File: src/rtl/spi_cmd_pkg.sv
package spi_cmd_pkg;
   localparam int BYTE_W = 8;

   typedef enum logic [2:0] {
      ST_IDLE,
      ST_LEAD,
      ST_HIGH,
      ST_LOW,
      ST_TAIL
   } eng_state_t;
endpackage

File: src/rtl/spi_cmd_divider.sv
module spi_cmd_divider #(
   parameter int DIV_W = 8
) (
   input  logic             clk,
   input  logic             rst_n,
   input  logic             run,
   input  logic [DIV_W-1:0] half,
   output logic             tick
);
   logic [DIV_W-1:0] cnt_q;

   assign tick = run && (cnt_q == half - DIV_W'(1));

   always_ff @(posedge clk or negedge rst_n) begin
      if (!rst_n)             cnt_q <= '0;
      else if (!run || tick)  cnt_q <= '0;
      else                    cnt_q <= cnt_q + DIV_W'(1);
   end
endmodule

File: src/rtl/spi_cmd_txbank.sv
module spi_cmd_txbank
   import spi_cmd_pkg::*;
#(
   parameter int TX_BYTES = 6,
   parameter int ADDR_W   = 3
) (
   input  logic              clk,
   input  logic              rst_n,
   input  logic              wr_en,
   input  logic [ADDR_W-1:0] wr_addr,
   input  logic [BYTE_W-1:0] wr_data,
   input  logic              load,
   input  logic              shift,
   output logic              bit_out
);
   localparam int SH_W = BYTE_W * TX_BYTES;

   logic [SH_W-1:0] flat;
   logic [SH_W-1:0] sh_q;

   for (genvar g = 0; g < TX_BYTES; g++) begin : g_byte
      logic [BYTE_W-1:0] r_q;
      always_ff @(posedge clk or negedge rst_n) begin
         if (!rst_n)                                    r_q <= '0;
         else if (wr_en && wr_addr == ADDR_W'(g))       r_q <= wr_data;
      end
      assign flat[BYTE_W*g +: BYTE_W] = r_q;
   end

   always_ff @(posedge clk or negedge rst_n) begin
      if (!rst_n)      sh_q <= '0;
      else if (load)   sh_q <= flat;
      else if (shift)  sh_q <= {sh_q[SH_W-2:0], 1'b0};
   end

   assign bit_out = sh_q[SH_W-1];
endmodule

File: src/rtl/spi_cmd_rxbank.sv
module spi_cmd_rxbank
   import spi_cmd_pkg::*;
#(
   parameter int RX_BYTES = 7,
   parameter int RD_W     = 3
) (
   input  logic              clk,
   input  logic              rst_n,
   input  logic              clear,
   input  logic              sample,
   input  logic              miso,
   input  logic [RD_W-1:0]   rd_addr,
   output logic [BYTE_W-1:0] rd_data
);
   localparam int SH_W = BYTE_W * RX_BYTES;

   logic [SH_W-1:0] sh_q;

   always_ff @(posedge clk or negedge rst_n) begin
      if (!rst_n)       sh_q <= '0;
      else if (clear)   sh_q <= '0;
      else if (sample)  sh_q <= {sh_q[SH_W-2:0], miso};
   end

   always_comb begin
      rd_data = '0;
      for (int i = 0; i < RX_BYTES; i++) begin
         if (rd_addr == RD_W'(i)) rd_data = sh_q[BYTE_W*i +: BYTE_W];
      end
   end
endmodule

File: src/rtl/spi_cmd_engine.sv
module spi_cmd_engine
   import spi_cmd_pkg::*;
#(
   parameter  int TX_BYTES = 6,
   parameter  int DIV_W    = 8,
   localparam int RX_BYTES = TX_BYTES + 1,
   localparam int MAX_BITS = BYTE_W * RX_BYTES,
   localparam int CNT_W    = $clog2(MAX_BITS + 1),
   localparam int ADDR_W   = $clog2(TX_BYTES + 2),
   localparam int RD_W     = $clog2(RX_BYTES)
) (
   input  logic              clk,
   input  logic              rst_n,
   input  logic              wr_en,
   input  logic [ADDR_W-1:0] wr_addr,
   input  logic [7:0]        wr_data,
   input  logic [RD_W-1:0]   rd_addr,
   output logic [7:0]        rd_data,
   input  logic              start,
   output logic              busy,
   output logic              done,
   output logic              sck,
   output logic              cs_n,
   output logic              mosi,
   input  logic              miso
);
   if (TX_BYTES < 1 || TX_BYTES > 30) begin : g_bad_bytes
      $error("TX_BYTES must lie in 1..30");
   end
   if (DIV_W < 1) begin : g_bad_div
      $error("DIV_W must be at least 1");
   end

   eng_state_t       state_q;
   logic [CNT_W-1:0] cnt_q, left_q;
   logic [DIV_W-1:0] div_q, half;
   logic             busy_q, done_q, sck_q, cs_n_q;
   logic             wr_ok, tick, load, shift, sample, tx_bit;

   assign wr_ok = wr_en && !busy_q;
   assign half  = (div_q == '0) ? DIV_W'(1) : div_q;

   always_ff @(posedge clk or negedge rst_n) begin
      if (!rst_n) begin
         cnt_q <= '0;
         div_q <= '0;
      end else if (wr_ok) begin
         if (wr_addr == ADDR_W'(TX_BYTES))
            cnt_q <= (wr_data > 8'(MAX_BITS)) ? CNT_W'(MAX_BITS) : CNT_W'(wr_data);
         if (wr_addr == ADDR_W'(TX_BYTES + 1))
            div_q <= DIV_W'(wr_data);
      end
   end

   assign load   = (state_q == ST_IDLE) && start && (cnt_q != '0);
   assign shift  = tick && (state_q == ST_HIGH) && (left_q != CNT_W'(1));
   assign sample = tick && (state_q == ST_LEAD || state_q == ST_LOW);

   always_ff @(posedge clk or negedge rst_n) begin
      if (!rst_n) begin
         state_q <= ST_IDLE;
         left_q  <= '0;
         busy_q  <= 1'b0;
         done_q  <= 1'b0;
         sck_q   <= 1'b0;
         cs_n_q  <= 1'b1;
      end else begin
         done_q <= 1'b0;
         unique case (state_q)
            ST_IDLE: begin
               if (start && cnt_q == '0) begin
                  done_q <= 1'b1;
               end else if (load) begin
                  busy_q  <= 1'b1;
                  cs_n_q  <= 1'b0;
                  left_q  <= cnt_q;
                  state_q <= ST_LEAD;
               end
            end
            ST_LEAD, ST_LOW: begin
               if (tick) begin
                  sck_q   <= 1'b1;
                  state_q <= ST_HIGH;
               end
            end
            ST_HIGH: begin
               if (tick) begin
                  sck_q   <= 1'b0;
                  left_q  <= left_q - CNT_W'(1);
                  state_q <= (left_q == CNT_W'(1)) ? ST_TAIL : ST_LOW;
               end
            end
            ST_TAIL: begin
               if (tick) begin
                  cs_n_q  <= 1'b1;
                  busy_q  <= 1'b0;
                  done_q  <= 1'b1;
                  state_q <= ST_IDLE;
               end
            end
            default: state_q <= ST_IDLE;
         endcase
      end
   end

   spi_cmd_divider #(.DIV_W(DIV_W)) u_div (
      .clk   (clk),
      .rst_n (rst_n),
      .run   (state_q != ST_IDLE),
      .half  (half),
      .tick  (tick)
   );

   spi_cmd_txbank #(.TX_BYTES(TX_BYTES), .ADDR_W(ADDR_W)) u_tx (
      .clk     (clk),
      .rst_n   (rst_n),
      .wr_en   (wr_ok),
      .wr_addr (wr_addr),
      .wr_data (wr_data),
      .load    (load),
      .shift   (shift),
      .bit_out (tx_bit)
   );

   spi_cmd_rxbank #(.RX_BYTES(RX_BYTES), .RD_W(RD_W)) u_rx (
      .clk     (clk),
      .rst_n   (rst_n),
      .clear   (load),
      .sample  (sample),
      .miso    (miso),
      .rd_addr (rd_addr),
      .rd_data (rd_data)
   );

   assign busy = busy_q;
   assign done = done_q;
   assign sck  = sck_q;
   assign cs_n = cs_n_q;
   assign mosi = tx_bit && !cs_n_q;
endmodule

File: config.mk
export PLATFORM = sky130hd
export DESIGN_NAME = spi_cmd_engine
export DESIGN_NICKNAME = d
export VERILOG_FILES = /design/src/rtl/spi_cmd_pkg.sv /design/src/rtl/spi_cmd_divider.sv /design/src/rtl/spi_cmd_txbank.sv /design/src/rtl/spi_cmd_rxbank.sv /design/src/rtl/spi_cmd_engine.sv
export SDC_FILE = /design/constraint.sdc
export NUM_CORES = 1
export LEC_CHECK = 0
export CORE_MARGIN = 2
export CORE_UTILIZATION = 45
export CTS_CLUSTER_DIAMETER = 200
export DETAILED_ROUTE_END_ITERATION = 6
export GPL_TIMING_DRIVEN = 0
export REMOVE_ABC_BUFFERS = 1
export SLEW_MARGIN = 25
export SYNTH_ARGS = -nofsm -noshare
export SYNTH_HDL_FRONTEND = slang
export SYNTH_SLANG_ARGS = --single-unit
File: constraint.sdc
create_clock -name clk -period 3.8 [get_ports clk]
set_input_delay 0.76 -clock clk [delete_from_list [all_inputs] [get_ports clk]]
set_output_delay 0.76 -clock clk [all_outputs]
set_load 0.1 [all_outputs]
==> metrics.yaml, run 1 <==
timing.final.ws_setup_ns: 0.138
slowest_stage: "dlygate4sd2_1"
ys_warn_count: 0
placed_area_um2: 9380
dieArea_um2: 20400
critPathCaptureType: "output port"
die_w_um: 143
clk_pin_slew_ns: 0.07
synth_top_area_frac: 0.536
wl_mm: 18.2
ys_seq_elements: 187
grt_usage: 0.192
setup_violations: 0
cts_tree: "done"
fin_area_um2: 10000
num_antenna_cells: 0
synth_enable_flop_cells: 0
reg2reg_depth: 14
cts-root-buf: "clkbuf_16"
slew_headroom: 0.348
htreeDepth: 4
outcome: "finished clean"
hold_path.class: "in2async"
remaining_drc_errors: 0
total_power_mw: 6.55
fillers: 1659
worst_ep_required_time_ns: 3.04
die_h_um: 143
synthArstFlopShare: 1.00
syn_to_final_growth_pct: 15.5
synth_area_leaders: "dfrtp_1, mux2i_1, mux2_2"
drv_slew: 0
io_pins: 32
synth_cells: 778
finalHoldViolCount: 0
avgSynthCellArea_um2: 11.2
synth_area_um2: 8690
cts_made_buffers: 17
power_per_cell_area_nw_per_um2: 652
peakVddDrop_mv: 0.308
rsz0062_at_grt: "no"
fmax_ghz: 0.273
power_leakage_nw: 4.29
fin_nets: 841
dp.cells: 1056
first_global_vias: 5981
start_kind: "primary input"
fin_crit_ns: 3.66
clkSinkCount: 187
post_synth_num_cell_types: 62
drtPass1Iterations: 5
drtIter0Drc: 381
crit_arrival_ns: 2.90
core_um2: 18800
preCtsSetupSlack_ns: -0.851
ys_seq_area_frac: 0.539
worstPathCellList: "dlygate4sd2_1 -> mux2i_1 -> o21ai_0 -> mux2_2 -> clkdlybuf4s15_2"
stdcell_count: 1090
antenna_found_initial: 0
hpwl_mm: 12.3
port_buffers: 31
clock_latency_ns: 0.43
avgViaCountPerCell: 5.32
tightestPinTransition_ns: 0.975
finClkSkew_ns: 0.0118
crit_fanout: 18
holdBufCountCts: 0
synth_ff_type: "dfrtp_1"
min_period_over_period: 0.964
grt_overflow: 0
max-clock-path-buffers: 2
start_util: 0.461
wl_per_cell_um: 16.7
final_layout_size_suffix_gt1_frac: 0.199
drtAntennaViolNets: 0
grt_pass1_wl_mm: 30.7
worstSetupPathType: "in2out"
cap_violations: 0
routabilityCongestion: 0.805
max_stage_delay_ns: 0.82
row_count: 50
vias: 5799
grt_max_degree: 78
synth_top_cell_by_area: "dfrtp_1"
layout make-up:
type | count | area, um2 | area share
well taps | 260 | 325 | 0.0324
clock inverters | 10 | 82.6 | 0.00823
flip-flops and latches | 187 | 4680 | 0.467
clock buffers | 21 | 470 | 0.0469
multi-input cells | 531 | 3790 | 0.378
repair buffers | 72 | 643 | 0.0641
inverters | 9 | 33.8 | 0.00337
synth_stat cells, types with 3 or more instances:
master      n
a211oi_1    3
a21oi_1     4
a22o_1      5
a31oi_1     3
buf_1       3
buf_2       4
buf_4       3
buf_6       7
clkbuf_1   33
dfrtp_1   186
ha_1        4
inv_1       9
mux2_2     59
mux2i_1   103
mux4_2      6
nand2_1   100
nand2b_1    5
nand3_1     9
nand3b_1    3
nor2_1     73
nor2b_1     8
nor3_1     10
nor4_1      5
o21ai_0    57
o21ai_1    19
o221ai_1    3
o31ai_1     3
xnor2_1     6
xor2_1      5
stage by stage:
| step | hold slack, ns | utilization | TNS (ns) |
|---|---|---|---|
| 4_1_cts | 0.231 | 0.530 | 0 |
| 5_1_grt | 0.238 | 0.533 | 0 |
| 3_3_place_gp | 0.456 | 0.481 | -2436.09 |
| 3_5_place_dp | 0.462 | 0.498 | -9.52 |
| 2_1_floorplan | 0.443 | - | -829.75 |
| 6_report | 0.220 | 0.533 | 0 |
sequential cells by signal (all words and copies together), names as in the netlist:
| name | cells |
|---|---|
| sck | 1 |
| state_q | 3 |
| left_q | 6 |
| cs_n | 1 |
| u_div.cnt_q | 8 |
| u_rx.sh_q | 56 |
| div_q | 8 |
| u_tx.sh_q | 48 |
| cnt_q | 6 |
| u_tx.g_byte.r_q | 48 |
| busy | 1 |
| done | 1 |
worst paths after layout:
kind,slack (ns),endpoint,start
worst max register to register,0.18,u_rx.sh_q[9],div_q[1]
worst min-delay path,0.22,u_rx.sh_q[3],rst_n
worst max-delay path,0.14,rd_data[7],rd_addr[1]
max in group asynchronous,2.81,cs_n,rst_n
worst min register to register,0.47,u_tx.sh_q[13],u_tx.g_byte[1].r_q[5]
min in group clk,0.47,u_tx.sh_q[13],u_tx.g_byte[1].r_q[5]
layout by cell type (no fill, tap or decap), types with 3 or more instances in the layout:
cell type        instances
a211oi_1                 3
a21oi_1                  4
a22o_1                   5
buf_2                   20
buf_4                   10
buf_6                    5
clkbuf_16               17
clkbuf_4                 3
clkbuf_8                 3
clkdlybuf4s15_2          8
clkdlybuf4s50_1         20
clkinvlp_4               3
dfrtp_1                183
dfrtp_2                  3
ha_1                     3
inv_1                    9
inv_6                    3
mux2_2                  59
mux2i_1                103
mux4_2                   6
nand2_1                100
nand2b_1                 5
nand3_1                  9
nand3b_1                 3
nor2_1                  73
nor2b_1                  8
nor3_1                   9
nor4_1                   3
o21ai_0                 57
o21ai_1                 19
o221ai_1                 3
o31ai_1                  3
xnor2_1                  6
xor2_1                   5
per-layer routing:
metal | wire [um] | global-route usage | vias up | part of all wire
met2 | 8740 | 0.310 | 71 | 0.48
met3 | 422 | 0.0409 | 13 | 0.023
li1 | - | - | 2799 | -
met1 | 8880 | 0.266 | 2916 | 0.49
met4 | 163 | 0.0500 | 0 | 0.0090
met5 | 0 | 0 | - | 0
power by group:
| part | total (mW) | leakage (nW) | internal [mW] | switching [mW] |
|---|---|---|---|---|
| clock network | 1.68 | 0.264 | 0.898 | 0.784 |
| registers | 3.15 | 2.40 | 2.63 | 0.516 |
| logic | 1.72 | 1.63 | 0.689 | 1.03 |
| total | 6.55 | 4.29 | 4.22 | 2.33 |
cell families (layout without fill, tap and decap cells):
logic type / after synthesis / after routing / synth area share
and+or+nand+nor: 232 / 232 / 0.119
DFF: 187 / 187 / 0.539
muxes: 168 / 168 / 0.211
AOI/OAI and AO/OA: 116 / 116 / 0.0812
buffers and inverters: 60 / 112 / 0.0340
xor gates and xnor gates: 11 / 11 / 0.0111
adders and majority gates: 4 / 4 / 0.00576
critical path, delay by kind of cell:
kind / cells / cell delay, ns
buffers and inverters: 2 / 1.37
multiplexers: 2 / 0.47
AO/OA/AOI/OAI: 1 / 0.29
what timing repair did:
action | CTS | global route
setup endpoints to repair | 47 | 46
pin swaps | 0 | 2
endpoints found under the hold margin | 0 | 0
gates resized for setup | 33 | 11
buffers inserted | 0 | 4
No activity file was read; power rests on OpenSTA's default activity.
==> run 2: changes to the inputs <==
--- a/config.mk
+++ b/config.mk
@@ -10,7 +10,6 @@
 export CTS_CLUSTER_DIAMETER = 200
 export DETAILED_ROUTE_END_ITERATION = 6
 export GPL_TIMING_DRIVEN = 0
-export REMOVE_ABC_BUFFERS = 1
 export SLEW_MARGIN = 25
 export SYNTH_ARGS = -nofsm -noshare
 export SYNTH_HDL_FRONTEND = slang
==> run 2 against run 1 <==
  * Global-route usage is 1.2 points higher
  * First-iteration DRC count is 15% lower
  * Wire length is 5.5% higher
  * Utilization is 0.72 points lower
  * Clock skew is 0.0011 ns lower
  * Largest power group unchanged
  * Maximum frequency is 3.7% higher
  * Clock-buffer cell count is 1 lower
  * Sequential share of layout area is 0.60 points higher
  * Final area is 1.3% lower
  * Sequential power hardly changed
  * Die area stayed put
  * Final cell count is 0.73% higher
==> metrics.yaml, run 2 (synthesis results as in run 1) <==
worst_ep_required_time_ns: 3.04
min_period_over_period: 0.929
drtAntennaViolNets: 0
slew_headroom: 0.342
crit_fanout: 10
grt_pass1_wl_mm: 32.2
crit_path_start: "rd_addr[1]"
num_antenna_cells: 0
hold_path.class: "in2async"
outcome: "finished clean"
clock_latency_ns: 0.44
rsz0062_at_grt: "no"
max-clock-path-buffers: 2
drv_slew: 0
fmax_ghz: 0.283
holdBufCountCts: 0
start_util: 0.461
r2r_start: "div_q[2]"
placed_area_um2: 9340
htreeDepth: 4
register_area_um2: 4680
reg2reg_depth: 11
grt_max_degree: 80
clkSinkCount: 187
power_per_cell_area_nw_per_um2: 667
worstPathCellList: "clkbuf_1 -> clkbuf_1 -> mux4_2 -> mux2_2 -> clkbuf_2"
drtPass1Iterations: 5
final_layout_size_suffix_gt1_frac: 0.158
drtIter0Drc: 323
hold_ws_ns: 0.205
wl_per_cell_um: 17.5
path_common_cell: "clkbuf_1"
core_um2: 18800
row_count: 50
crit_family: "buffers and inverters"
io_pins: 32
syn-num-nets: 801
slowest_stage: "clkbuf_1"
fillers: 1623
reg2reg_to: "u_tx.sh_q[31]"
vias: 5911
preCtsSetupSlack_ns: -0.463
avgViaCountPerCell: 5.38
port_buffers: 26
layout_commonest_cell: "dfrtp_1"
fin_crit_ns: 3.53
tightestPinTransition_ns: 0.984
setup_violations: 0
cap_violations: 0
rrSetupSlack_ns: 0.39
cts_tree: "done"
routabilityCongestion: 0.812
grt_overflow: 0
fin_area_um2: 9900
multiInputGateArea_um2: 3720
regMostFlops: "u_rx.sh_q"
critPathBufInv: 3
critPathCaptureType: "output port"
worstSetupPathType: "in2out"
hpwl_mm: 13.2
cts_made_buffers: 17
first_global_vias: 6153
antenna_found_initial: 0
die_h_um: 143
power_leakage_nw: 4.18
syn_to_final_growth_pct: 13.9
cp_num_cells: 5
finalHoldViolCount: 0
finClkSkew_ns: 0.0107
cts-root-buf: "clkbuf_16"
fin_nets: 848
wl_mm: 19.2
grt_usage: 0.204
max_stage_delay_ns: 0.50
final_cell_mix: "dfrtp_1, mux2i_1, nand2_1"
crit_arrival_ns: 2.77
remaining_drc_errors: 0
clk_pin_slew_ns: 0.06
die_w_um: 143
reg_top3: "u_rx.sh_q: 56 flops, u_tx.g_byte.r_q: 48 flops, u_tx.sh_q: 48 flops"
start_kind: "primary input"
timing.final.ws_setup_ns: 0.269
worstSetupEndpoint: "rd_data[2]"
dieArea_um2: 20400
peakVddDrop_mv: 0.342
largest_reg_flops: 56
-- run 2: how the worst min path moves through the flow --
stage | start | slack, ns | end
5_1_grt | rst_n | 0.21 | u_tx.sh_q[25]
3_5_place_dp | u_tx.g_byte[1].r_q[3] | 0.46 | u_tx.sh_q[11]
4_1_cts | rst_n | 0.19 | u_tx.g_byte[3].r_q[3]
3_3_place_gp | u_tx.g_byte[1].r_q[7] | 0.45 | u_tx.sh_q[15]
6_report | rst_n | 0.21 | u_tx.sh_q[33]
2_1_floorplan | u_tx.g_byte[0].r_q[0] | 0.44 | u_tx.sh_q[0]
-- run 2: layout make-up --
cell class	instances	share of cell area
Buffer	51	0.0265
Clock buffer	20	0.0451
Clock inverter	12	0.0140
Inverter	9	0.00341
Multi-Input combinational cell	531	0.376
Sequential cell	187	0.473
Tap cell	260	0.0329
Timing Repair Buffer	28	0.0296
-- run 2: what timing repair did --
item | 4_1_cts | 5_1_grt
gates resized for setup | 12 | 13
hold endpoints to repair | 0 | 0
setup endpoints to repair | 8 | 8
setup buffers | 0 | 0
-- run 2: stage by stage --
| stage | util | cells | power, mW | setup TNS [ns] |
|---|---|---|---|---|
| 2_1_floorplan | - | 778 | 4.33 | -0.0614 |
| 3_3_place_gp | 0.493 | 1064 | 4.80 | -1024.40 |
| 3_5_place_dp | 0.496 | 1066 | 4.91 | -2.50 |
| 4_1_cts | 0.527 | 1098 | 6.67 | 0 |
| 5_1_grt | 0.526 | 1098 | 7.01 | 0 |
| 6_report | 0.526 | 1098 | 6.60 | 0 |
-- run 2: power by group --
group,leakage (nW),switching (mW),total [mW],internal (mW)
Clock,0.285,0.770,1.76,0.993
Sequential,2.40,0.506,3.14,2.63
Combinational,1.50,1.05,1.70,0.655
Total,4.18,2.32,6.60,4.28
-- run 2: per-layer routing --
layer | global-route usage | share of wire | vias up
met5 | 0 | 0 | -
met4 | 0.0552 | 0.011 | 0
met3 | 0.0449 | 0.031 | 18
met2 | 0.314 | 0.46 | 81
met1 | 0.294 | 0.50 | 2994
li1 | - | - | 2818
